`config.mk`:
```
export PLATFORM = sky130hd
export DESIGN_NAME = key_reset_ctrl
export DESIGN_NICKNAME = d
export VERILOG_FILES = /design/src/rtl/rstc_pkg.sv /design/src/rtl/rstc_regs.sv /design/src/rtl/rstc_sync.sv /design/src/rtl/rstc_seq.sv /design/src/rtl/key_reset_ctrl.sv
export SDC_FILE = /design/constraint.sdc
export NUM_CORES = 1
export LEC_CHECK = 0
export BUFFER_PORTS_ARGS = -buffer_cell sky130_fd_sc_hd__buf_4
export CORE_MARGIN = 10
export CORE_UTILIZATION = 46
export CTS_CLUSTER_DIAMETER = 30
export DETAILED_ROUTE_END_ITERATION = 10
export PLACE_DENSITY_LB_ADDON = 0.12
export SLEW_MARGIN = 20
export SYNTH_ARGS = -nofsm -noshare
export SYNTH_HDL_FRONTEND = slang
export SYNTH_SLANG_ARGS = --single-unit
```
`constraint.sdc`:
```
create_clock -name clk -period 6.5 [get_ports clk]
set_clock_uncertainty 0.1 [all_clocks]
set_input_delay 0.325 -clock clk [delete_from_list [all_inputs] [get_ports clk]]
set_output_delay 0.325 -clock clk [all_outputs]
set_load 0.05 [all_outputs]
```
`src/rtl/rstc_pkg.sv`:
```
package rstc_pkg;
  localparam logic [15:0] UNLOCK_KEY = 16'h05FA;
  localparam int KEY_LSB        = 16;
  localparam int REQ_CORE_BIT   = 0;
  localparam int REQ_PERIPH_BIT = 1;
  localparam int REQ_SYS_BIT    = 2;
  localparam int REQ_PIN_BIT    = 3;
  localparam int GRP_LSB        = 8;

  typedef struct packed {
    logic core;
    logic periph;
  } rst_targets_t;

  typedef enum logic [1:0] {
    SEQ_IDLE,
    SEQ_DELAY,
    SEQ_STALL,
    SEQ_RELEASE
  } seq_state_t;
endpackage

```
`src/rtl/rstc_regs.sv`:
```
module rstc_regs
  import rstc_pkg::*;
#(
  parameter int GRP_W = 3
) (
  input  logic               clk,
  input  logic               rst_n,
  input  logic               reg_wr,
  input  logic               reg_addr,
  input  logic [31:0]        reg_wdata,
  input  logic               busy,
  output logic [31:0]        reg_rdata,
  output logic               accept,
  output rst_targets_t       targets,
  output logic [GRP_W-1:0]   grp
);
  logic             key_ok;
  logic             ctrl_wr;
  logic             any_req;
  logic             grp_en;
  logic [GRP_W-1:0] grp_q, grp_d;
  logic [31:0]      ctrl_view;

  assign key_ok  = (reg_wdata[KEY_LSB +: 16] == UNLOCK_KEY);
  assign ctrl_wr = reg_wr && !reg_addr && key_ok && !busy;
  assign any_req = reg_wdata[REQ_CORE_BIT] | reg_wdata[REQ_PERIPH_BIT] |
                   reg_wdata[REQ_SYS_BIT]  | reg_wdata[REQ_PIN_BIT];

  assign accept         = ctrl_wr && any_req;
  assign targets.core   = reg_wdata[REQ_CORE_BIT]   | reg_wdata[REQ_SYS_BIT];
  assign targets.periph = reg_wdata[REQ_PERIPH_BIT] | reg_wdata[REQ_SYS_BIT];

  assign grp_en = ctrl_wr;
  assign grp_d  = reg_wdata[GRP_LSB +: GRP_W];

  always_ff @(posedge clk or negedge rst_n) begin
    if (!rst_n)      grp_q <= '0;
    else if (grp_en) grp_q <= grp_d;
  end

  assign grp = grp_q;

  always_comb begin
    ctrl_view = '0;
    ctrl_view[GRP_LSB +: GRP_W] = grp_q;
  end

  assign reg_rdata = reg_addr ? {31'd0, busy} : ctrl_view;
endmodule

```
`src/rtl/rstc_sync.sv`:
```
module rstc_sync #(
  parameter int STAGES = 2
) (
  input  logic clk,
  input  logic rst_n,
  input  logic d,
  output logic q
);
  logic [STAGES-1:0] chain;

  generate
    for (genvar i = 0; i < STAGES; i++) begin : g_stage
      if (i == 0) begin : g_first
        always_ff @(posedge clk or negedge rst_n) begin
          if (!rst_n) chain[0] <= 1'b1;
          else        chain[0] <= d;
        end
      end else begin : g_next
        always_ff @(posedge clk or negedge rst_n) begin
          if (!rst_n) chain[i] <= 1'b1;
          else        chain[i] <= chain[i-1];
        end
      end
    end
  endgenerate

  assign q = chain[STAGES-1];
endmodule

```
`src/rtl/rstc_seq.sv`:
```
module rstc_seq
  import rstc_pkg::*;
#(
  parameter int DELAY_CYC = 64
) (
  input  logic         clk,
  input  logic         rst_n,
  input  logic         accept,
  input  rst_targets_t targets,
  input  logic         pin_sync,
  output logic         busy,
  output logic         core_rst,
  output logic         periph_rst,
  output logic         pin_pull_low,
  output seq_state_t   state
);
  localparam int CNT_W = $clog2(DELAY_CYC + 1);
  localparam logic [CNT_W-1:0] CNT_LAST = CNT_W'(DELAY_CYC - 1);

  seq_state_t   state_q, state_d;
  logic [CNT_W-1:0] cnt_q, cnt_d;
  logic         seen_q, seen_d;
  rst_targets_t tgt_q, tgt_d;
  logic         driving;

  always_comb begin
    state_d = state_q;
    cnt_d   = cnt_q;
    seen_d  = seen_q;
    tgt_d   = tgt_q;
    unique case (state_q)
      SEQ_IDLE: begin
        if (accept) begin
          state_d = SEQ_DELAY;
          cnt_d   = '0;
          seen_d  = 1'b0;
          tgt_d   = targets;
        end
      end
      SEQ_DELAY: begin
        seen_d = seen_q | ~pin_sync;
        cnt_d  = cnt_q + 1'b1;
        if (cnt_q == CNT_LAST)
          state_d = (seen_q | ~pin_sync) ? SEQ_RELEASE : SEQ_STALL;
      end
      SEQ_STALL: begin
        if (!pin_sync) state_d = SEQ_RELEASE;
      end
      SEQ_RELEASE: begin
        if (pin_sync) state_d = SEQ_IDLE;
      end
      default: state_d = SEQ_IDLE;
    endcase
  end

  always_ff @(posedge clk or negedge rst_n) begin
    if (!rst_n) begin
      state_q <= SEQ_IDLE;
      cnt_q   <= '0;
      seen_q  <= 1'b0;
      tgt_q   <= '0;
    end else begin
      state_q <= state_d;
      cnt_q   <= cnt_d;
      seen_q  <= seen_d;
      tgt_q   <= tgt_d;
    end
  end

  assign driving      = (state_q == SEQ_DELAY) || (state_q == SEQ_STALL);
  assign pin_pull_low = driving;
  assign core_rst     = driving && tgt_q.core;
  assign periph_rst   = driving && tgt_q.periph;
  assign busy         = (state_q != SEQ_IDLE);
  assign state        = state_q;
endmodule

```
`src/rtl/key_reset_ctrl.sv`:
```
module key_reset_ctrl
  import rstc_pkg::*;
#(
  parameter int DELAY_CYC   = 64,
  parameter int SYNC_STAGES = 2,
  parameter int GRP_W       = 3
) (
  input  logic        clk,
  input  logic        rst_n,
  input  logic        reg_wr,
  input  logic        reg_addr,
  input  logic [31:0] reg_wdata,
  output logic [31:0] reg_rdata,
  output logic        core_rst,
  output logic        periph_rst,
  output logic        pin_pull_low,
  input  logic        pin_level
);
  logic             seq_busy;
  logic             accept;
  rst_targets_t     targets;
  logic [GRP_W-1:0] cfg_grp;
  logic             pin_sync;
  seq_state_t       seq_state;

  rstc_regs #(.GRP_W(GRP_W)) u_regs (
    .clk       (clk),
    .rst_n     (rst_n),
    .reg_wr    (reg_wr),
    .reg_addr  (reg_addr),
    .reg_wdata (reg_wdata),
    .busy      (seq_busy),
    .reg_rdata (reg_rdata),
    .accept    (accept),
    .targets   (targets),
    .grp       (cfg_grp)
  );

  rstc_sync #(.STAGES(SYNC_STAGES)) u_sync (
    .clk   (clk),
    .rst_n (rst_n),
    .d     (pin_level),
    .q     (pin_sync)
  );

  rstc_seq #(.DELAY_CYC(DELAY_CYC)) u_seq (
    .clk          (clk),
    .rst_n        (rst_n),
    .accept       (accept),
    .targets      (targets),
    .pin_sync     (pin_sync),
    .busy         (seq_busy),
    .core_rst     (core_rst),
    .periph_rst   (periph_rst),
    .pin_pull_low (pin_pull_low),
    .state        (seq_state)
  );
endmodule

```
==> flow_metrics.tcl, run 1 <==
set metrics [dict create \
    syn_avg_cell_area_um2 9.37 \
    drv_cap 0 \
    powerDensity_nw_per_um2 157 \
    synth_cells 127 \
    drive_gt1_frac 0.290 \
    layout.cells.most_common "buf_4" \
    outcome "complete, no violations" \
    multi_input_area_um2 619 \
    die-area_um2 5020 \
    fmax_ghz 0.402 \
    power_uw 219 \
    grt_pass1_vias 1107 \
    fin_crit_ns 2.49 \
    rsz0062_at_grt "no" \
    grt_max_degree 18 \
    grt_antenna_before_repair 0 \
    post-route-drc-count 0 \
    num-fill-cells 231 \
    vias 970 \
    cp_max_fo 13 \
    finalSetupViolCount 0 \
    postRouteAntennaNets 0 \
    tns_ns 0 \
    firstDrtPassIters 4 \
    cts.path.max_buffers 2 \
    wl_per_cell_um 15.2 \
    dp_cells 187 \
    final_cell_mix "buf_4, conb_1, dfrtp_1, o21ai_0" \
    numCtsBuffers 3 \
    place.gp.congestion 0.738 \
    cts_root_buffer "clkbuf_4" \
    insertedDiodeCount 0 \
    port_buffers 34 \
    p_leak_nw 0.693 \
    die_x_um 70.9 \
    area_delta_synth_final_pct 16.9 \
    ys_seq_elements 17 \
    clkLatencyLatePin_ns 0.29 \
    cp-start-kind "flip-flop" \
    worst_slack_ns 4.01 \
    hold_class "in -> reg" \
    stdcell_count 192 \
    cts_setup_buffers 0 \
    first_iter_violations 62 \
    num-nets-final 205 \
    postCtsHoldBufs 1 \
    use_met2 0.205 \
    arrival_ns 2.59 \
    dieHeight_um 70.9 \
    use_met1 0.113 \
    synth_area_um2 1190 \
    crit_required_ns 6.60 \
    post_cts_resized 0 \
    wirelength_um 2910 \
    cts_tree "yes" \
    hold_start "pin_level" \
    h-tree-depth 1 \
    synth.distinct_cells 34 \
    initial_utilization 0.480 \
    startpoint "u_seq.state[0]" \
    busiest_layer "met2" \
    track_usage 0.116 \
    synth_seq_area_share 0.360 \
    vdd_ir_drop_max_uv 85.9 \
    clkSlewWorstSetupHoldPaths_ns 0.10 \
    hold_viol 0 \
    grt_first_pass_wirelength_um 4950 \
    dp_hpwl_um 2350 \
    regToRegStartpoint "u_seq.state[0]" \
    io_pins 72 \
    endpoint_kind "flip-flop" \
    ys_warn_count 0 \
    core.rowCount 18 \
    maxSlewViolCount 0 \
    fin_crit_sh 0.383 \
    grt_remaining_overflow 0 \
    critPathKind "reg -> reg" \
    clock-sinks 17 \
    core-area_um2 2480 \
    pre_cts_slack_ns 4.00 \
    seqCellArea_um2 428 \
    use_met3 0.0600 \
    vias_per_cell 5.05 \
]
-- registers in the layout (all words and copies together) (netlist names) --
register      count
u_seq.tgt_q       2
u_seq.cnt_q       7
u_sync.chain      1
u_seq.state       2
u_seq.seen_q      1
u_sync.q          1
u_regs.grp        3
-- worst max-delay path: stages, from the launching register on --
cell,delay [ns]
dfrtp_1,0.44
inv_1,0.11
ha_1,0.26
nor4bb_1,0.26
nand4b_1,0.15
or3_4,0.43
and2_1,0.31
o41ai_2,0.34
-- path summary, 6_finish.rpt --
path | depth (start not counted) | slack, ns | endpoint
setup / recovery | 7 | 4.01 | u_seq.state[0]
hold / removal | 1 | 0.03 | u_sync.chain[0]
setup reg to reg | 7 | 4.01 | u_seq.state[0]
hold reg to reg | 0 | 0.26 | u_sync.q
max in group asynchronous | 2 | 5.72 | u_sync.chain[0]
min in group asynchronous | 2 | 0.32 | u_seq.cnt_q[5]
-- area by class of cell --
type,count,area share
timing repair buffer,35,0.191
sequential,17,0.308
clock buffer,4,0.0189
tap,30,0.0270
inverter,4,0.0108
multi-input combinational,102,0.445
-- synth_stat cells --
master,number,area share
a21oi_1,2,0.0084
a22oi_1,1,0.0063
a31oi_1,5,0.026
and2_1,3,0.016
and2b_1,1,0.0063
and3_1,4,0.021
and4_1,1,0.0074
buf_4,28,0.18
buf_6,1,0.0095
clkbuf_1,2,0.0063
conb_1,1,0.0032
dfrtp_1,15,0.32
dfstp_2,2,0.044
ha_1,5,0.053
inv_1,4,0.013
mux2_2,4,0.038
mux2i_1,1,0.0084
nand2_1,5,0.016
nand2b_1,1,0.0053
nand3_1,5,0.021
nand3b_1,1,0.0063
nand4b_1,2,0.015
nor2_1,3,0.0095
nor2b_1,3,0.016
nor3_1,1,0.0042
nor3b_1,2,0.013
nor4_1,2,0.011
nor4bb_1,2,0.017
o21ai_0,10,0.042
o31ai_1,2,0.013
o41ai_2,1,0.014
or2_2,2,0.011
or3_1,4,0.021
or3_4,1,0.0095
-- per-stage QoR --
step / instance area [µm²] / hold WS (ns) / utilization
global route: 1390 / 0.00542 / 0.562
finish: 1390 / 0.0269 / 0.562
global placement: 1360 / 0.106 / 0.547
floorplan: 1290 / -0.0706 / -
CTS: 1390 / 0.0165 / 0.562
detailed placement: 1360 / 0.109 / 0.547
-- logic make-up after synthesis --
| kind of cell | after synthesis | synth area share |
|---|---|---|
| buf+inv | 35 | 0.205 |
| fa+ha+maj | 5 | 0.0526 |
| simple gates | 43 | 0.224 |
| compound gates | 21 | 0.109 |
| other cells | 1 | 0.00315 |
| flops | 17 | 0.360 |
| mux | 5 | 0.0463 |
-- routing by layer --
metal	vias up	routed length [µm]
met4	0	37
li1	464	-
met3	5	287
met2	47	1390
met1	454	1200
met5	-	0
-- where the power goes --
part	internal, mW	switching, mW
Sequential	0.107	0.000358
Clock	0.0239	0.0334
Combinational	0.0119	0.0422
Total	0.143	0.0759
No activity file was read; power rests on OpenSTA's default activity.
==> run 2, diff against run 1 <==
--- a/config.mk
+++ b/config.mk
@@ -7,7 +7,7 @@
 export LEC_CHECK = 0
 export BUFFER_PORTS_ARGS = -buffer_cell sky130_fd_sc_hd__buf_4
 export CORE_MARGIN = 10
-export CORE_UTILIZATION = 46
+export CORE_UTILIZATION = 39
 export CTS_CLUSTER_DIAMETER = 30
 export DETAILED_ROUTE_END_ITERATION = 10
 export PLACE_DENSITY_LB_ADDON = 0.12
==> constraint.sdc (replaced) <==
create_clock -name clk -period 2 [get_ports clk]
set_clock_uncertainty 0.1 [all_clocks]
set_input_delay 0.1 -clock clk [delete_from_list [all_inputs] [get_ports clk]]
set_output_delay 0.1 -clock clk [all_outputs]
set_load 0.05 [all_outputs]
==> run 2 against run 1 <==
Against the previous run:
- the run now ends with setup timing left
- critical endpoint is now u_seq.state[1]
- non-clock buffer count grew 16
- utilization increased by 0.052 points
- global-route usage down 0.72 points
- total power rose to 3.3 times the previous value
- design area up 14%
- count of clock-buffer cells in the layout is the same
- cell count increased by 8.9%
- routed wire length rose by 5.8%
- die area increased by 13%
- sequential cell count did not move
==> flow_metrics.tcl, run 2 (same netlist as run 1, synthesis figures left out) <==
set metrics [dict create \
    outcome "complete, but fails checks" \
    violations "setup timing" \
    drive_gt1_frac 0.365 \
    cp_max_fo 4 \
    vias_per_cell 4.82 \
    cts_tree "yes" \
    critPathKind "reg -> reg" \
    startpoint "u_seq.state[1]" \
    worst_slack_ns -0.0103 \
    largest_reg_flops 7 \
    regMostFlops "u_seq.cnt_q" \
    grt_first_pass_wirelength_um 4880 \
    place.gp.congestion 0.807 \
    multi_input_area_um2 676 \
    maxSlewViolCount 0 \
    grt_max_degree 18 \
    netSwitchingFraction 0.353 \
    fmax_ghz 0.497 \
    r2r_end "u_seq.state[1]" \
    cts_setup_buffers 0 \
    fin_area_um2 1590 \
    busiest_layer "met2" \
    io_pins 72 \
    endpoint_kind "flip-flop" \
    num-nets-final 221 \
    layout.cells.most_common "buf_4" \
    seqCellArea_um2 428 \
    hold_class "in -> async" \
    clkLatencyLatePin_ns 0.29 \
    fin_crit_sh 1.01 \
    clock-sinks 17 \
    firstDrtPassIters 4 \
    use_met2 0.171 \
    dieHeight_um 75.2 \
    clkSlewWorstSetupHoldPaths_ns 0.11 \
    arrival_ns 2.10 \
    regToRegStartpoint "u_seq.state[1]" \
    wirelength_um 3080 \
    placed_area_um2 1450 \
    combPwrFrac 0.259 \
    port_buffers 34 \
    h-tree-depth 1 \
    insertedDiodeCount 0 \
    grt_antenna_before_repair 0 \
    drv_cap 0 \
    area_delta_synth_final_pct 33.6 \
    grt_pass1_vias 1051 \
    cts_root_buffer "clkbuf_4" \
    crit_required_ns 2.09 \
    final_cell_mix "buf_4, conb_1, dfrtp_1, dlygate4sd3_1, o21ai_1" \
    core.rowCount 19 \
    wl_per_cell_um 14.7 \
    post-route-drc-count 0 \
    first_iter_violations 82 \
    grt_remaining_overflow 0 \
    use_met3 0.0591 \
    clkPwrFrac 0.264 \
    die_x_um 75.2 \
    cts.path.max_buffers 2 \
    power_switching_uw 258 \
    fin_crit_ns 2.01 \
    postRouteAntennaNets 0 \
    rsz0062_at_grt "yes" \
    cp-start-kind "flip-flop" \
    use_met1 0.126 \
    p_int_uw 473 \
    r2r_setup_slack_ns -0.01 \
    track_usage 0.109 \
    finalSetupViolCount 1 \
    dp_hpwl_um 2420 \
    vdd_ir_drop_max_uv 218 \
    numCtsBuffers 3 \
    die-area_um2 5660 \
    vias 1008 \
    powerDensity_nw_per_um2 460 \
    initial_utilization 0.421 \
    seqPwrFrac 0.477 \
    num-fill-cells 250 \
    p_leak_nw 0.776 \
    core-area_um2 2830 \
    whs_ns 0.0982 \
    rr_worst_depth 7 \
    hold_viol 0 \
]
-- run 2: routing by layer --
layer / up-vias / wire length, µm / part of all wire
met3: 4 / 398 / 0.13
met2: 50 / 1370 / 0.44
met4: 0 / 32 / 0.010
li1: 496 / - / -
met5: - / 0 / 0
met1: 458 / 1280 / 0.42
-- run 2: how the worst max path moves through the flow --
stage                           endpoint  cells past startpoint
after CTS                 u_seq.cnt_q[5]                      8
after detailed placement  u_seq.cnt_q[5]                      8
after global placement    u_seq.state[1]                      7
final                     u_seq.state[1]                      7
after floorplan           u_seq.state[1]                      7
after global routing      u_seq.state[1]                      7
-- run 2: worst max-delay path, stage by stage, from the launching register on --
cell	delay, ns
dfrtp_1	0.40
inv_2	0.08
ha_4	0.14
nor4bb_4	0.18
nand4b_1	0.14
or3_4	0.42
a21oi_2	0.15
mux2_4	0.30
-- run 2: cell type report --
cell class / instances / share of cell area
clock buffer: 4 / 0.0165
multi-input combinational: 102 / 0.425
timing repair buffer: 51 / 0.256
inverter: 4 / 0.00944
tap: 31 / 0.0244
sequential: 17 / 0.269
-- run 2: what timing repair did --
action	4_1_cts	5_1_grt
gates resized for setup	0	12
endpoints found under the setup margin	7	11
hold buffers	8	0
pin swaps	2	4
endpoints found under the hold margin	23	0
-- run 2: per-stage QoR --
| stage | instances | power, mW | utilization | TNS (ns) | setup slack (ns) |
|---|---|---|---|---|---|
| finish | 209 | 0.731 | 0.562 | -0.0103 | -0.0103 |
| detailed placement | 197 | 0.527 | 0.511 | -0.0654 | -0.0282 |
| CTS | 209 | 0.730 | 0.549 | -0.00910 | -0.00794 |
| global route | 209 | 0.759 | 0.562 | -0.594 | -0.110 |
| floorplan | 154 | 0.519 | - | -0.0225 | -0.0225 |
| global placement | 197 | 0.526 | 0.511 | -0.0302 | -0.0234 |
-- run 2: power by group through the flow --
| stage | registers, mW | logic (mW) | clock network (mW) |
|---|---|---|---|
| 6_report | 0.348 | 0.189 | 0.193 |
| 4_1_cts | 0.348 | 0.185 | 0.197 |
| 3_5_place_dp | 0.355 | 0.172 | 0 |
| 3_3_place_gp | 0.355 | 0.171 | 0 |
| 5_1_grt | 0.349 | 0.200 | 0.211 |
| 2_1_floorplan | 0.355 | 0.165 | 0 |
==> run 3, diff against run 2 <==
--- a/config.mk
+++ b/config.mk
@@ -6,11 +6,13 @@
 export NUM_CORES = 1
 export LEC_CHECK = 0
 export BUFFER_PORTS_ARGS = -buffer_cell sky130_fd_sc_hd__buf_4
+export CORE_ASPECT_RATIO = 0.5
 export CORE_MARGIN = 10
 export CORE_UTILIZATION = 39
 export CTS_CLUSTER_DIAMETER = 30
 export DETAILED_ROUTE_END_ITERATION = 10
 export PLACE_DENSITY_LB_ADDON = 0.12
+export REMOVE_ABC_BUFFERS = 1
 export SLEW_MARGIN = 20
 export SYNTH_ARGS = -nofsm -noshare
 export SYNTH_HDL_FRONTEND = slang
==> run 3 against run 2 <==
Against the previous run:
- the flow now finishes without violations
- design area grew 2.7%
- largest power group unchanged
- count of clock-buffer cells in the layout is the same
- cell count grew 5.7%
- register-to-register slack gained 0.03 ns
- utilization shrank 1.1 points
- highest routed layer unchanged
- largest cell class unchanged
- routed wire length is the same
==> flow_metrics.tcl, run 3 (same netlist as run 1, synthesis figures left out) <==
set metrics [dict create \
    post-route-drc-count 0 \
    final_cell_mix "buf_4, conb_1, dfrtp_1, dlygate4sd3_1" \
    crit_family "simple AND/OR/NAND/NOR gates" \
    vdd_ir_drop_max_uv 304 \
    regMostFlops "u_seq.cnt_q" \
    drv_cap 0 \
    netSwitchingFraction 0.331 \
    power_switching_uw 265 \
    num-fill-cells 266 \
    vias 1031 \
    p_int_uw 536 \
    first_iter_violations 13 \
    p_leak_nw 0.800 \
    rsz0062_at_grt "yes" \
    outcome "complete, no violations" \
    port_buffers 34 \
    vias_per_cell 4.67 \
    dieHeight_um 59.1 \
    grt_pass1_vias 1075 \
    cp-start-kind "flip-flop" \
    drive_gt1_frac 0.370 \
    core.rowCount 14 \
    cts_tree "yes" \
    cp_max_fo 4 \
    pre_cts_slack_ns -0.169 \
    arrival_ns 2.02 \
    postLayoutCoreUtil 0.552 \
    cts.path.max_buffers 2 \
    initial_utilization 0.402 \
    clkPwrFrac 0.331 \
    hold_viol 0 \
    crit_chain "inv_2, ha_4, nor4bb_4, nand4b_1, or3_4, a21oi_2, mux2_4" \
    seqPwrFrac 0.435 \
    endpoint_kind "flip-flop" \
    clock-sinks 17 \
    fmax_ghz 0.506 \
    combPwrFrac 0.234 \
    hold_class "in -> reg" \
    wl_per_cell_um 13.9 \
    fin_crit_sh 0.988 \
    grt_antenna_before_repair 0 \
    area_delta_synth_final_pct 37.2 \
    worst_slack_ns 0.0243 \
    die_x_um 98.1 \
    largest_reg_flops 7 \
    grt_max_degree 18 \
    maxSlewViolCount 0 \
    firstDrtPassIters 2 \
    finalSetupViolCount 0 \
    cts_root_buffer "clkbuf_8" \
    powerDensity_nw_per_um2 491 \
    seqCellArea_um2 428 \
    critPathMaxStageDelay_ns 0.38 \
    crit_required_ns 2.04 \
    timing.critical_path.buf_inv 1 \
    crit_slowest_cell "dfrtp_1" \
    dp_hpwl_um 2420 \
    postRouteAntennaNets 0 \
    multi_input_area_um2 672 \
    grt_remaining_overflow 0 \
    clkSlewWorstSetupHoldPaths_ns 0.06 \
    track_usage 0.105 \
    place.gp.congestion 0.818 \
    critPathKind "reg -> reg" \
    insertedDiodeCount 0 \
    core-area_um2 2960 \
    h-tree-depth 1 \
    layout.cells.most_common "buf_4" \
    grt_first_pass_wirelength_um 4970 \
    clkLatencyLatePin_ns 0.26 \
    die-area_um2 5790 \
    wirelength_um 3080 \
    fin_crit_ns 1.98 \
    numCtsBuffers 3 \
    num-nets-final 224 \
    io_pins 72 \
]
## run 3: cell count changes in the layout (fill, tap and decap cells not counted), moves of 2 or more
cell,change
a31oi_1,+3
o21ai_1,-2
buf_4,+5
clkbuf_4,-3
a31oi_2,-3
clkbuf_8,+3
## run 3: worst paths after layout
| kind | from | to | slack [ns] | depth (start not counted) |
|---|---|---|---|---|
| max | u_seq.state[1] | u_seq.state[1] | 0.02 | 7 |
| min | reg_wdata[1] | u_seq.tgt_q[0] | 0.02 | 3 |
| max reg2reg | u_seq.state[1] | u_seq.state[1] | 0.02 | 7 |
| min reg2reg | u_sync.chain[0] | u_sync.q | 0.26 | 0 |
| max in group asynchronous | rst_n | u_sync.chain[0] | 1.41 | 2 |
| min in group asynchronous | rst_n | u_seq.cnt_q[5] | 0.14 | 2 |
## run 3: final cells by class
class,instances,area share
Timing Repair Buffer,54,0.259
Inverter,4,0.00920
Clock buffer,4,0.0276
Sequential cell,17,0.262
Multi-Input combinational cell,102,0.411
Tap cell,40,0.0307
## run 3: repair_timing
action,in CTS,in global routing
hold endpoints to repair,22,0
buffers inserted,1,0
gates resized for setup,11,6
endpoints found under the setup margin,10,11
hold buffers,7,0
pin swaps,6,6
## run 3: power groups by stage
stage,combinational (mW),clock (mW),sequential [mW]
3_3_place_gp,0.171,0,0.355
4_1_cts,0.184,0.276,0.349
5_1_grt,0.198,0.286,0.349
3_5_place_dp,0.172,0,0.355
6_report,0.188,0.265,0.349
2_1_floorplan,0.121,0,0.355
## run 3: metrics by stage
step	total power [mW]	std cells	hold WS, ns	TNS [ns]	instance area [µm²]
2_1_floorplan	0.476	123	-0.296	-0.468	1060
3_3_place_gp	0.526	209	-0.121	-0.858	1460
3_5_place_dp	0.527	209	-0.118	-0.900	1460
4_1_cts	0.808	221	0.0152	-0.0711	1610
5_1_grt	0.834	221	0.0592	-0.289	1630
6_report	0.802	221	0.0198	0	1630
## run 3: worst register-to-register path: cells and delay by family, from the launching register on
kind	cells	cell delay (ns)
AO/OA/AOI/OAI	1	0.15
AND/OR/NAND/NOR	3	0.69
flip-flops	1	0.38
adder cells (fa/ha/maj)	1	0.15
multiplexers	1	0.31
buffers and inverters	1	0.08
## run 3: per-layer routing
layer	wire length, µm	GRT usage	part of all wire	up-vias
li1	-	-	-	501
met1	1230	0.104	0.40	469
met2	1290	0.159	0.42	56
met3	491	0.0838	0.16	5
met4	65	0.0576	0.021	0
met5	0	0	0	-
